--- config.mk ---
export PLATFORM = sky130hd
export DESIGN_NAME = fsk_gap_demod
export DESIGN_NICKNAME = d
export VERILOG_FILES = /design/src/rtl/fsk_gap_demod.sv
export SDC_FILE = /design/constraint.sdc
export NUM_CORES = 1
export LEC_CHECK = 0
export ABC_AREA = 1
export CAP_MARGIN = 20
export CORE_MARGIN = 3
export CORE_UTILIZATION = 35
export CTS_CLUSTER_SIZE = 12
export DETAILED_ROUTE_END_ITERATION = 8
export PLACE_DENSITY = 0.5
export SKIP_CTS_REPAIR_TIMING = 1
export SYNTH_ARGS = -nofsm -noshare
export SYNTH_HDL_FRONTEND = slang
export SYNTH_SLANG_ARGS = --single-unit
--- constraint.sdc ---
create_clock -name clk -period 18.77 [get_ports clk]
set_input_delay 2.8155 -clock clk [delete_from_list [all_inputs] [get_ports clk]]
set_output_delay 2.8155 -clock clk [all_outputs]
set_load 0.005 [all_outputs]
--- src/rtl/fsk_gap_demod.sv ---
module fsk_gap_demod #(
  parameter int SW         = 8,
  parameter int CFGW       = 8,
  parameter int CW         = 8,
  parameter int RW         = 8,
  parameter int THRESH     = 127,
  parameter int FAST_LIMIT = 9,
  parameter int DEPTH      = 4
) (
  input  logic            clk,
  input  logic            rst,
  input  logic [SW-1:0]   sample,
  input  logic            sample_valid,
  input  logic            flush,
  input  logic [CFGW-1:0] cfg_d1,
  input  logic [CFGW-1:0] cfg_d0,
  input  logic [CFGW-1:0] cfg_max,
  output logic            bit_out,
  output logic            bit_valid
);
  localparam int QW = (RW + 1 > CFGW) ? RW + 1 : CFGW;
  localparam int AW = (DEPTH > 1) ? $clog2(DEPTH) : 1;
  localparam int LW = $clog2(DEPTH + 1);
  localparam logic [CW-1:0] GAP_TOP = '1;
  localparam logic [RW-1:0] RUN_TOP = '1;

  logic          started_q, prev_q, have_q, sym_q;
  logic [CW-1:0] gap_q;
  logic [RW-1:0] run_q;

  logic level_now, take, edge_hit, sym_new, change, close_run;
  assign level_now = sample >= SW'(THRESH);
  assign take      = sample_valid && !flush;
  assign edge_hit  = take && started_q && !prev_q && level_now;
  assign sym_new   = gap_q < CW'(FAST_LIMIT);
  assign change    = edge_hit && have_q && (sym_new != sym_q);
  assign close_run = change || (flush && have_q);

  logic [CFGW-1:0] div_sel, div_eff;
  logic [QW-1:0]   quo, nbits;
  logic            keep, push;
  assign div_sel = sym_q ? cfg_d1 : cfg_d0;
  assign div_eff = (div_sel == '0) ? CFGW'(1) : div_sel;
  assign quo     = (QW'(run_q) + QW'(1)) / QW'(div_eff);
  assign nbits   = (quo == '0) ? QW'(1) : quo;
  assign keep    = nbits < QW'(cfg_max);
  assign push    = close_run && keep;

  always_ff @(posedge clk) begin
    if (rst || flush) begin
      started_q <= 1'b0;
      prev_q    <= 1'b0;
      gap_q     <= '0;
      have_q    <= 1'b0;
      sym_q     <= 1'b0;
      run_q     <= '0;
    end else if (sample_valid) begin
      started_q <= 1'b1;
      prev_q    <= level_now;
      if (edge_hit) begin
        gap_q <= CW'(1);
        if (!have_q) begin
          have_q <= 1'b1;
          sym_q  <= sym_new;
          run_q  <= RW'(1);
        end else if (sym_new == sym_q) begin
          run_q <= (run_q == RUN_TOP) ? run_q : run_q + 1'b1;
        end else begin
          sym_q <= sym_new;
          run_q <= '0;
        end
      end else begin
        gap_q <= (gap_q == GAP_TOP) ? gap_q : gap_q + 1'b1;
      end
    end
  end

  logic          val_mem [DEPTH];
  logic [QW-1:0] cnt_mem [DEPTH];
  logic [AW-1:0] wr_q, rd_q;
  logic [LW-1:0] level_q;
  logic [QW-1:0] used_q;
  logic          busy, pop, push_ok;

  assign busy    = level_q != '0;
  assign pop     = busy && (used_q + QW'(1) == cnt_mem[rd_q]);
  assign push_ok = push && ((level_q != LW'(DEPTH)) || pop);

  always_ff @(posedge clk) begin
    if (push_ok) begin
      val_mem[wr_q] <= sym_q;
      cnt_mem[wr_q] <= nbits;
    end
  end

  always_ff @(posedge clk) begin
    if (rst) begin
      wr_q      <= '0;
      rd_q      <= '0;
      level_q   <= '0;
      used_q    <= '0;
      bit_valid <= 1'b0;
      bit_out   <= 1'b0;
    end else begin
      if (push_ok) wr_q <= (wr_q == AW'(DEPTH - 1)) ? '0 : wr_q + 1'b1;
      if (pop)     rd_q <= (rd_q == AW'(DEPTH - 1)) ? '0 : rd_q + 1'b1;
      level_q   <= level_q + LW'(push_ok) - LW'(pop);
      used_q    <= pop ? '0 : (busy ? used_q + QW'(1) : used_q);
      bit_valid <= busy;
      bit_out   <= busy ? val_mem[rd_q] : 1'b0;
    end
  end
endmodule


Word level (Yosys, flattened, before mapping):

Memories as Yosys holds them, arrays and structs flattened. A register that Yosys moved wholly into a read port is not among the register bits.
Cells that the tools add are included.

* bitwise operators: 1
* eq/ne operators: 11
* divide/modulo/power cells: 1
* $lt $le $gt $ge: 3
* mux-type cells: 16
* reductions and logical operators: 24
* add/sub/neg operators: 8

Operators with widths (number)
* $mux 8: 7
* $add 8x1->8 const B: 2
* $eq 8x8->1 const B: 2
* $logic_and 1x1->1: 10
* $add 8x1->9 const B: 1
* $add 9x1->9 const B: 1
* $div 9x8->9: 1
* $eq 9x9->1: 1
* $logic_not 9->1: 1
* $lt 9x8->1: 1
* $mux 9: 1
* $ge 8x7->1 const B: 1
* $logic_not 8->1: 1
* $lt 8x4->1 const B: 1
* $mux 2: 4
* $ne 3x3->1 const B: 2
* $reduce_and 3->1: 2
* $add 2x1->2 const B: 2
* $eq 2x2->1 const B: 2
* $mux 1: 4
* $ne 2x2->1 const B: 2
* $reduce_and 2->1: 2
* $reduce_or 2->1: 2
* $add 3x1->3: 1
* 7 further kinds: 10

* RAM bits: 40
* register bits after elaboration: 37
* memories kept: 2

Memories
* cnt_mem: depth 4, width 9, rd ports 1, clocked after Yosys merged registers in 1, write ports 1, RTL line 79 `logic [QW-1:0] cnt_mem [DEPTH];`
* val_mem: depth 4, width 1, rd ports 1, clocked after Yosys merged registers in 1, write ports 1, RTL line 78 `logic val_mem [DEPTH];`

Depth between registers and ports, before layout:

Gate-level depths: netlist (run 1).

* depth after elaboration: 12
* gate-level depth with buffers: 104

Worst setup path before layout (run 1):

Ideal clock, no wire load.

* kind: input to register
* start: input cfg_d1[2]
* end: register level_q[2]
* arrival: 15650 ps
* library setup time: 120 ps
* path buffers: 3
* cell stages on the path: 102
* setup slack: 3000 ps
* path through: inv_1 > nand2_1 > nand2_1 > nand2_2 > nor2_2 > nand2_1 > nand2_1 > inv_1 > ha_1 > or2_2 > nand3_2 > nand2_1 > nand2_1 > inv_1 > ha_1 > nand2_1 > nor2_1 > nand3b_1 > [... 66 more ...] > ha_1 > a21oi_1 > o221ai_1 > nand3_1 > nand2_1 > a21oi_1 > nand2_1 > a31oi_1 > nand4_2 > nand2_2 > nand3_4 > mux2i_1 > ha_1 > inv_1 > fa_1 > xor2_1 > o21ai_0 > a21oi_1

* word-level cells in the longest chain between the ends: 11

RTL lines
* from (decl): RTL line 15 `input logic [CFGW-1:0] cfg_d1,`
* $mux 8 *: RTL line 42 `assign div_sel = sym_q ? cfg_d1 : cfg_d0;`
* $logic_not 8->1: RTL line 43 `assign div_eff = (div_sel == '0) ? CFGW'(1) : div_sel;`
* $mux 8 *: RTL line 43
* $div 9x8->9 *: RTL line 44 `assign quo = (QW'(run_q) + QW'(1)) / QW'(div_eff);`
* $logic_not 9->1: RTL line 45 `assign nbits = (quo == '0) ? QW'(1) : quo;`
* $mux 9 *: RTL line 45
* net nbits[7]: RTL line 40 `logic [QW-1:0] quo, nbits;`
* $lt 9x8->1 *: RTL line 46 `assign keep = nbits < QW'(cfg_max);`
* $logic_and 1x1->1 *: RTL line 47 `assign push = close_run && keep;`
* $logic_and 1x1->1 *: RTL line 87 `assign push_ok = push && ((level_q != LW'(DEPTH)) || pop);`
* $add 3x1->3 *: RTL line 107 `level_q <= level_q + LW'(push_ok) - LW'(pop);`
* $sub 3x1->3 *: RTL line 107
* to (signal assigned): RTL line 107
* to (decl): RTL line 81 `logic [LW-1:0] level_q;`

Mark *: on every way through the listed nets, which the timed path passes. The rest lies on a longest branch.
A chain may end at the register's enable or synchronous reset.

Final worst setup path (run 1):

* start: input cfg_d1[5]
* end: register level_q[2]

Same word-level chain as after synthesis.

==> metrics.md, run 1 <==
| Metric | Value |
|---|---|
| Crit share post-route | `0.9219` |
| YS warnings | `0` |
| Setup crit end | `level_q[2]` |
| Worst setup startpoint | `cfg_d1[5]` |
| Worst Path Required | `19,000 ps` |
| Post-synth top area share | `0.2040` |
| Worst slew margin | `0.3957` |
| CTS Buf Count | `9` |
| Final hold viol count | `0` |
| Vias in the first global route | `4,604` |
| Synth Area in Compound Gates | `0.1445` |
| Fill cells | `1,596` |
| Die Y | `135.7 um` |
| Unique masters post-synth | `60` |
| DRT Pass-1 Iters | `5` |
| MaxCap Viol Count | `0` |
| Dominant synthesized flop cell | `edfxtp_1` |
| CP peak stage delay | `400 ps` |
| Final Max Tran Viols | `0` |
| Num rows | `46` |
| CTS HTree Levels | `3` |
| Largest net degree at the start of global routing | `20` |
| DRC viols | `0` |
| Xor/xnor share of the synthesized area | `0.06246` |
| CTS tree | `yes` |
| Clk buf depth | `2` |
| Final setup skew | `14.18 ps` |
| CP Class | `in -> reg` |
| Placer Congestion | `0.8103` |
| Worst EP arrival | `17,540 ps` |
| CP endpoint kind | `register` |
| Core ar. | `16,170 um^2` |
| Slew @ Worst Pin | `905.2 ps` |
| Sequential area share after synthesis | `0.3399` |
| Routed Antenna Nets | `0` |
| Status | `finished, final reports clean` |
| Global-route wire length before repair | `22.45 mm` |
| CP most frequent cell | `nand2_1` |
| Initial drt markers | `192` |
| Clock tree root buffer cell | `clkbuf_16` |
| Routed WL per cell | `13.78 um` |
| Critical path's slowest cell | `clkdlybuf4s50_1` |
| Die area | `18,420 um^2` |
| Fmax | `57.79 MHz` |
| Synth Cell Area | `5889 um^2` |
| Synthesized Nets | `819` |
| Clk sinks | `80` |
| Die Wd | `135.7 um` |
| Worst Setup Start Kind | `input pin` |
| Nets | `880` |
| Hold WC Path Type | `reg -> reg` |
| Largest family of logic cells by synthesized area | `simple AND/OR/NAND/NOR gates` |
| # IOs | `38` |
| Total stage count of the critical path | `101` |
| Peak VDD IR | `0.04340 mV` |
| Worst r2r src | `sym_q` |
| Vias per cell | `4.831` |
| Initial Utilization | `0.3641` |
| Biggest area consumer among synthesized cells | `edfxtp_1` |
| Maximum fanout along the worst path | `9` |
| Most common cell in the netlist | `nand2_1` |
| Area Overhead vs Synth | `18.44%` |
| Post-Synth Simple-Gate Area | `0.2403` |
| Clk_lat worst skew | `350 ps` |
| Avg Cell Area, Syn | `8.191 um^2` |
| Post-synth ARST share | `0` |
| Worst R2R Setup Slack | `3320 ps` |
| Initial antenna violation count | `0` |
| Setup_tns | `0 ps` |
| Adder-Cell Fraction of Synth Area | `0.1372` |
| PwrDens | `61.07 nW/um^2` |
| Post-synth EDFFs | `40` |
| Final WL | `13.79 mm` |
| Final Critical Period | `17,300 ps` |
| Gr usage total | `0.1537` |
| Layout cells sized above 1 | `0.1261` |
| Syn Inst Count | `719` |
| WP buf/inv | `15` |
| Vias | `4,836` |
| Largest cells by area after synthesis | `edfxtp_1 (20%), dfxtp_1 (14%), ha_1 (13%)` |
| Cell family with most CP delay | `simple AND/OR/NAND/NOR gates` |
| Setup violations, final | `0` |
| Synth top cells by count | `nand2_1 (134), inv_1 (87), nor2_1 (65)` |
| Port buffer count | `37` |
| Post-DP HPWL | `10.61 mm` |
| Worst r2r dst | `level_q[2]` |
| Mux contribution to synthesized area | `0.003399` |
| Clock slew at reported path FFs | `60 ps` |
| N_diodes | `0` |
| #FFs+latches synth | `80` |
| R2R depth | `99` |
| P_leak | `3.073 nW` |
| Pwr Total | `426.0 uW` |
| GRT overflow | `0` |
==> sequential cells by signal (all words and copies together), names as in the netlist, named ones only <==
signal     flops
have_q         1
used_q         9
cnt_mem       36
prev_q         1
started_q      1
gap_q          8
level_q        3
bit_out        1
sym_q          1
val_mem        4
run_q          8
bit_valid      1
rd_q           2
wr_q           2
==> kinds of logic after synthesis <==
kind of cell,Yosys count
xor gates and xnor gates,42
adders and majority gates,64
DFF,80
buffers and inverters,103
muxes,2
AOI/OAI and AO/OA,135
and+or+nand+nor,293
==> area by class of cell <==
| cell class | count | area, um^2 | area share |
|---|---|---|---|
| clock buffers | 12 | 279.0 | 0.04000 |
| clock inverters | 4 | 31.28 | 0.004484 |
| inverters | 93 | 364.1 | 0.05220 |
| multi-input cells | 536 | 3488 | 0.5001 |
| flip-flops and latches | 80 | 2002 | 0.2870 |
| well taps | 216 | 270.3 | 0.03874 |
| repair buffers | 58 | 528.0 | 0.07570 |
| repair inverters | 2 | 12.51 | 0.001794 |
==> placed cells by master, fill, tap and decap left out, types with 6 or more instances in the layout <==
cell               n
nand2_1          134
inv_1             85
nor2_1            65
ha_1              63
dfxtp_1           40
edfxtp_1          40
a21oi_1           38
clkdlybuf4s50_1   37
o21ai_0           35
nand3_1           26
xnor2_1           21
xor2_1            21
buf_4             21
nand2_2           17
a211oi_1          13
clkbuf_16         11
nand4_1            9
o21ai_1            7
o21ai_2            7
nand3_2            6
o22ai_1            6
==> metrics by stage <==
step / instance area, um^2 / worst slack (ps) / utilization / cells / hold slack, ps
6_report: 6975 / 1466 / 0.4313 / 1001 / 478.8
5_1_grt: 6975 / -19.39 / 0.4313 / 1001 / 502.3
4_1_cts: 6832 / 540.1 / 0.4224 / 986 / 477.6
3_5_place_dp: 6521 / 238.3 / 0.4032 / 970 / 467.2
3_3_place_gp: 6521 / 645.3 / 0.4032 / 970 / 454.5
2_1_floorplan: 5889 / 3000 / - / 719 / 443.7
==> layer usage <==
| layer | vias up | track usage | wire (um) |
|---|---|---|---|
| met1 | 2212 | 0.1963 | 6598 |
| met4 | 0 | 0.04479 | 112 |
| met2 | 58 | 0.2619 | 6635 |
| li1 | 2559 | - | - |
| met5 | - | 0 | 0 |
| met3 | 7 | 0.03269 | 443 |
==> worst min path at each step <==
stage / startpoint / endpoint / slack (ps) / cells past startpoint
after floorplan: level_q[2] / level_q[2] / 440 / 1
after global placement: level_q[2] / level_q[2] / 450 / 1
after detailed placement: level_q[2] / level_q[2] / 470 / 1
after CTS: level_q[2] / level_q[2] / 480 / 1
after global routing: prev_q / prev_q / 500 / 2
final: level_q[2] / level_q[2] / 480 / 1
==> power by group <==
| group | total (mW) | internal, mW | switching (mW) |
|---|---|---|---|
| Clock | 0.182 | 0.107 | 0.0748 |
| Combinational | 0.0567 | 0.0251 | 0.0316 |
| Sequential | 0.188 | 0.185 | 0.00283 |
==> worst register-to-register path, delay by kind of cell, from the launching register on <==
| kind | cells | cell delay, ps |
|---|---|---|
| and+or+nand+nor | 47 | 4990 |
| AOI/OAI and AO/OA | 26 | 4110 |
| adders and majority gates | 11 | 3380 |
| buffers and inverters | 13 | 1580 |
| DFF | 1 | 910 |
| xor gates and xnor gates | 1 | 170 |
| muxes | 1 | 160 |
Power figures use the tool's default switching activity.
==> run 2, diff against run 1 <==
- DONT_BUFFER_PORTS: default -> 1
- PLACE_DENSITY: 0.5 -> 0.47
==> run 2 against run 1 <==
- sequential power hardly changed
- wire length rose by 2.5%
- cell count decreased by 5.1%
- highest routed layer unchanged
- non-clock buffer count fell by 49
- largest cell class unchanged
- cell area is 6.9% lower
- sequential share of layout area grew 2.1 points
- utilization down 3.0 points
- combinational power is 15% lower
==> metrics.md, run 2 (synthesis gave the netlist of run 1 again) <==
| Metric | Value |
|---|---|
| Initial Utilization | `0.3641 (unchanged)` |
| Multi-input gate area | `3472 um^2 (was 3488 um^2)` |
| Global-route wire length before repair | `23.45 mm (was 22.45 mm)` |
| Worst EP arrival | `17,340 ps (was 17,540 ps)` |
| Setup violations, final | `0 (unchanged)` |
| CP Class | `in -> reg (unchanged)` |
| Initial antenna violation count | `0 (unchanged)` |
| Reg power frac | `0.443 (was 0.441)` |
| Worst Path Required | `19,000 ps (about the same)` |
| Finished Cell Area | `6494 um^2 (was 6975 um^2)` |
| Largest net degree at the start of global routing | `20 (unchanged)` |
| Hold WC Path Type | `reg -> reg (unchanged)` |
| Final Critical Period | `17,110 ps (was 17,300 ps)` |
| Setup_tns | `0 ps (unchanged)` |
| Commonest non-fill, non-tap cell in the layout | `nand2_1 (unchanged)` |
| Largest registers | `cnt_mem x36, used_q x9 (unchanged)` |
| Num rows | `46 (unchanged)` |
| Core ar. | `16,170 um^2 (unchanged)` |
| Die area | `18,420 um^2 (unchanged)` |
| DP Area | `6158 um^2 (was 6521 um^2)` |
| Worst slew margin | `0.3454 (was 0.3957)` |
| CP endpoint kind | `register (unchanged)` |
| N_diodes | `0 (unchanged)` |
| DRT Pass-1 Iters | `5 (unchanged)` |
| Routed Antenna Nets | `0 (unchanged)` |
| CP peak stage delay | `400 ps (about the same)` |
| Pwr Total | `423.7 uW (was 426.0 uW)` |
| Int Pwr | `320.2 uW (was 316.7 uW)` |
| Setup ws final | `1658 ps (was 1466 ps)` |
| Routed WL per cell | `14.88 um (was 13.78 um)` |
| GRT overflow | `0 (unchanged)` |
| DRC viols | `0 (unchanged)` |
| Critical path's slowest cell | `ha_1 (was clkdlybuf4s50_1)` |
| Fill cells | `1,630 (was 1,596)` |
| Vias per cell | `4.976 (was 4.831)` |
| Layout cells sized above 1 | `0.1144 (was 0.1261)` |
| Fmax | `58.44 MHz (was 57.79 MHz)` |
| Clk sinks | `80 (unchanged)` |
| Final setup skew | `6.381 ps (was 14.18 ps)` |
| PwrDens | `65.24 nW/um^2 (was 61.07 nW/um^2)` |
| Clock power share | `0.443 (was 0.426)` |
| Clock tree root buffer cell | `clkbuf_16 (unchanged)` |
| Peak VDD IR | `0.04248 mV (was 0.04340 mV)` |
| CTS tree | `yes (unchanged)` |
| MaxCap Viol Count | `0 (unchanged)` |
| Initial drt markers | `232 (was 192)` |
| Nets | `829 (was 880)` |
| Final Max Tran Viols | `0 (unchanged)` |
| CTS Buf Count | `9 (unchanged)` |
| CP most frequent cell | `nand2_1 (unchanged)` |
| Crit share post-route | `0.9117 (was 0.9219)` |
| P_leak | `2.872 nW (was 3.073 nW)` |
| Final hold viol count | `0 (unchanged)` |
| Port buffer count | `0 (was 37)` |
| Final WL | `14.14 mm (was 13.79 mm)` |
| Die Y | `135.7 um (unchanged)` |
| Switching portion of total power | `0.2441 (was 0.2565)` |
| Post-DP HPWL | `11.20 mm (was 10.61 mm)` |
| Largest register by flop count | `cnt_mem (unchanged)` |
| Most frequent cells in the layout | `nand2_1 (133), inv_1 (86), nor2_1 (65) (was nand2_1 (134), inv_1 (85), nor2_1 (65))` |
| RSZ-0062 raised after global routing | `false` |
| Slew @ Worst Pin | `980.5 ps (was 905.2 ps)` |
| Worst Setup Start Kind | `input pin (unchanged)` |
| Clock slew at reported path FFs | `60 ps (about the same)` |
| Vias in the first global route | `4,602 (was 4,604)` |
| Placer Congestion | `0.8141 (was 0.8103)` |
| Status | `finished, final reports clean (unchanged)` |
| Area Overhead vs Synth | `10.26% (was 18.44%)` |
| Clk_lat worst skew | `340 ps (was 350 ps)` |
| # IOs | `38 (unchanged)` |
| Pre-CTS WS | `1082 ps (was 238.3 ps)` |
| WP buf/inv | `12 (was 15)` |
| Maximum fanout along the worst path | `16 (was 9)` |
| Gr usage total | `0.1617 (was 0.1537)` |
| Cell family with most CP delay | `simple AND/OR/NAND/NOR gates (unchanged)` |
| Sequential cell area | `2002 um^2 (unchanged)` |
| Die Wd | `135.7 um (unchanged)` |
| CTS HTree Levels | `3 (unchanged)` |
| Comb pwr share | `0.113 (was 0.133)` |
| Vias | `4,727 (was 4,836)` |
| Largest register FFs | `36 (unchanged)` |
| Clk buf depth | `2 (unchanged)` |
| Sw power | `103.4 uW (was 109.3 uW)` |
==> run 2: cell types whose count changed in the layout (fill, tap and decap cells not counted), sizes merged <==
cell           change
clkbuf             -2
clkdlybuf4s50     -37
buf               -12
bufinv             +2
clkinvlp           -2
==> run 2: cell type report <==
type | instances | area share
clock buffer | 10 | 0.03526
sequential | 80 | 0.3083
multi-input combinational | 536 | 0.5347
tap | 216 | 0.04162
clock inverter | 6 | 0.01426
inverter | 93 | 0.05549
timing repair buffer | 9 | 0.01040
==> run 2: worst paths after layout <==
path / startpoint / to / slack, ps / depth (start not counted)
max: cfg_d1[4] / level_q[2] / 1660 / 96
max reg2reg: sym_q / level_q[2] / 3100 / 96
min reg2reg: started_q / started_q / 480 / 2
min: started_q / started_q / 480 / 2
==> run 2: worst reg2reg max path, delay by kind of cell (launching register included) <==
kind | cells | cell delay (ps)
adder cells (fa/ha/maj) | 11 | 3490
AND/OR/NAND/NOR | 44 | 4540
XOR/XNOR | 1 | 160
AO/OA/AOI/OAI | 27 | 4410
flip-flops | 1 | 960
multiplexers | 1 | 210
buffers and inverters | 12 | 1800
==> run 2: metrics by stage <==
stage | util | instances | hold WS (ps)
final | 0.4015 | 950 | 478.2
after global routing | 0.4015 | 950 | 494.7
after CTS | 0.4007 | 950 | 475.3
after detailed placement | 0.3808 | 934 | 468.0
after global placement | 0.3808 | 934 | 456.2
after floorplan | - | 719 | 443.7
==> run 2: power by group through the flow <==
stage                     sequential [mW]  clock (mW)  combinational (mW)
after floorplan                     0.191           0              0.0385
after global placement              0.191           0              0.0470
after detailed placement            0.192           0              0.0481
after CTS                           0.188       0.194              0.0483
after global routing                0.188       0.202              0.0549
final                               0.188       0.188              0.0480
==> run 2: per-layer routing <==
layer	share of wire	track usage	vias to the layer above
met3	0.035	0.03343	14
met5	0	0	-
met2	0.47	0.2707	70
li1	-	-	2451
met1	0.48	0.2158	2192
met4	0.014	0.03527	0
==> run 3, diff against run 2 <==
- CORE_MARGIN: 3 -> 2
- CORE_UTILIZATION: 35 -> 64
- PLACE_DENSITY: 0.47 -> 0.78
==> run 3 against run 2 <==
- wire length down 9.8%
- die area down 46%
- sequential share of layout area up 0.85 points
- total power down 11%
- clock skew up 7.3 ps
- clock-buffer cell count unchanged
- via count up 3.7%
- cell count down 11%
- cell area down 2.7%
- register-to-register slack worse by 150 ps
- first-iteration DRC count down 19%
- critical endpoint unchanged
- worst hold slack better by 4.2 ps
==> metrics.md, run 3 (synthesis gave the netlist of run 1 again) <==
| Metric | Value |
|---|---|
| Layout cells sized above 1 | `0.1247 (was 0.1144)` |
| Nets | `833 (was 829)` |
| Setup violations, final | `0 (unchanged)` |
| CP Class | `in -> reg (unchanged)` |
| Sw power | `102.1 uW (was 103.4 uW)` |
| Initial drt markers | `187 (was 232)` |
| Largest registers | `cnt_mem x36, used_q x9 (unchanged)` |
| Final Max Tran Viols | `0 (unchanged)` |
| Post-DP HPWL | `9.804 mm (was 11.20 mm)` |
| Setup_tns | `0 ps (unchanged)` |
| Crit share post-route | `0.9236 (was 0.9117)` |
| Critical path's slowest cell | `fa_1 (was ha_1)` |
| Vias in the first global route | `4,583 (was 4,602)` |
| Die Y | `99.93 um (was 135.7 um)` |
| # IOs | `38 (unchanged)` |
| CTS tree | `yes (unchanged)` |
| Worst EP arrival | `17,580 ps (was 17,340 ps)` |
| Most frequent cells in the layout | `nand2_1 (132), inv_1 (84), nor2_1 (65) (was nand2_1 (133), inv_1 (86), nor2_1 (65))` |
| Commonest non-fill, non-tap cell in the layout | `nand2_1 (unchanged)` |
| DRT Pass-1 Iters | `5 (unchanged)` |
| Area Overhead vs Synth | `7.308% (was 10.26%)` |
| Clk sinks | `80 (unchanged)` |
| Hold WC Path Type | `reg -> reg (unchanged)` |
| Gr usage total | `0.2605 (was 0.1617)` |
| Final setup skew | `13.70 ps (was 6.381 ps)` |
| Die Wd | `99.93 um (was 135.7 um)` |
| MaxCap Viol Count | `0 (unchanged)` |
| Largest net degree at the start of global routing | `20 (unchanged)` |
| CTS HTree Levels | `3 (unchanged)` |
| DRC viols | `0 (unchanged)` |
| Slew @ Worst Pin | `841.4 ps (was 980.5 ps)` |
| CP most frequent cell | `nand2_1 (unchanged)` |
| Worst hold stages | `1 (was 2)` |
| Cells after DPL | `824 (was 934)` |
| Core ar. | `9065 um^2 (was 16,170 um^2)` |
| Clock slew at reported path FFs | `90 ps (was 60 ps)` |
| Initial Utilization | `0.6497 (was 0.3641)` |
| DP Area | `5989 um^2 (was 6158 um^2)` |
| Largest register FFs | `36 (unchanged)` |
| CTS Buf Count | `9 (unchanged)` |
| Largest register by flop count | `cnt_mem (unchanged)` |
| Initial antenna violation count | `0 (unchanged)` |
| Port buffer count | `0 (unchanged)` |
| Worst R2R Setup Slack | `2950 ps (was 3100 ps)` |
| Maximum fanout along the worst path | `12 (was 16)` |
| P_leak | `2.838 nW (was 2.872 nW)` |
| Die area | `9986 um^2 (was 18,420 um^2)` |
| Finished Cell Area | `6320 um^2 (was 6494 um^2)` |
| PwrDens | `59.53 nW/um^2 (was 65.24 nW/um^2)` |
| Worst Setup Start Kind | `input pin (unchanged)` |
| Peak VDD IR | `0.04437 mV (was 0.04248 mV)` |
| Sequential cell area | `2002 um^2 (unchanged)` |
| Final WL | `12.75 mm (was 14.14 mm)` |
| Pwr Total | `376.2 uW (was 423.7 uW)` |
| Routed WL per cell | `15.02 um (was 14.88 um)` |
| Placer Congestion | `0.9124 (was 0.8141)` |
| Vias | `4,904 (was 4,727)` |
| Post-route insts no fill | `849 (was 950)` |
| Clk buf depth | `2 (unchanged)` |
| Comb pwr share | `0.129 (was 0.113)` |
| Status | `finished, final reports clean (unchanged)` |
| Global-route wire length before repair | `20.71 mm (was 23.45 mm)` |
| Num rows | `35 (was 46)` |
| Hold WS | `482.4 ps (was 478.2 ps)` |
| N_diodes | `0 (unchanged)` |
| Final hold viol count | `0 (unchanged)` |
| Worst slew margin | `0.4383 (was 0.3454)` |
| Int Pwr | `274.1 uW (was 320.2 uW)` |
| Final Critical Period | `17,340 ps (was 17,110 ps)` |
| CP endpoint kind | `register (unchanged)` |
| R2R depth | `98 (was 96)` |
| GRT overflow | `0 (unchanged)` |
| Vias per cell | `5.776 (was 4.976)` |
| Clock power share | `0.373 (was 0.443)` |
| Clk_lat worst skew | `350 ps (was 340 ps)` |
| Multi-input gate area | `3493 um^2 (was 3472 um^2)` |
| Clock tree root buffer cell | `clkbuf_8 (was clkbuf_16)` |
| Routed Antenna Nets | `0 (unchanged)` |
| CP peak stage delay | `380 ps (was 400 ps)` |
| Worst Path Required | `19,020 ps (was 19,000 ps)` |
| Reg power frac | `0.498 (was 0.443)` |
| Fmax | `57.68 MHz (was 58.44 MHz)` |
| Switching portion of total power | `0.2714 (was 0.2441)` |
| Fill cells | `759 (was 1,630)` |
## run 3: final cells by class
type	instances	share of cell area
Inverter	93	0.05821
Multi-Input combinational cell	536	0.5528
Clock buffer	10	0.02356
Clock inverter	6	0.01128
Timing Repair Buffer	12	0.01425
Sequential cell	80	0.3168
Tap cell	111	0.02198
Timing Repair inverter	1	0.001188
## run 3: worst max-delay path: cells and delay by family
| kind | cells | cell delay [ps] |
|---|---|---|
| simple gates | 45 | 4860 |
| compound gates | 28 | 4660 |
| buf+inv | 13 | 1450 |
| fa+ha+maj | 11 | 3450 |
| mux | 1 | 170 |
| xor+xnor | 1 | 160 |
## run 3: metal layers
metal / GRT usage / part of all wire
met4: 0.1096 / 0.028
met3: 0.04109 / 0.046
met1: 0.3253 / 0.43
met2: 0.4496 / 0.49
met5: 0 / 0
## run 3: worst paths after layout
path | start | end
setup reg to reg | sym_q | level_q[2]
hold / removal | level_q[2] | level_q[2]
hold reg to reg | level_q[2] | level_q[2]
setup / recovery | cfg_d1[4] | level_q[2]
## run 3: power by group through the flow
stage	Sequential, mW	Clock, mW	Combinational [mW]
after global placement	0.191	0	0.0450
after floorplan	0.191	0	0.0385
after global routing	0.188	0.151	0.0547
after CTS	0.187	0.143	0.0473
after detailed placement	0.192	0	0.0470
final	0.187	0.140	0.0486
## run 3: metrics by stage
step           utilization  worst slack, ps
6_report            0.6972             1434
4_1_cts             0.6850            676.7
3_5_place_dp        0.6607            337.6
5_1_grt             0.6972           -10.83
3_3_place_gp        0.6607            816.2
2_1_floorplan            -             3000
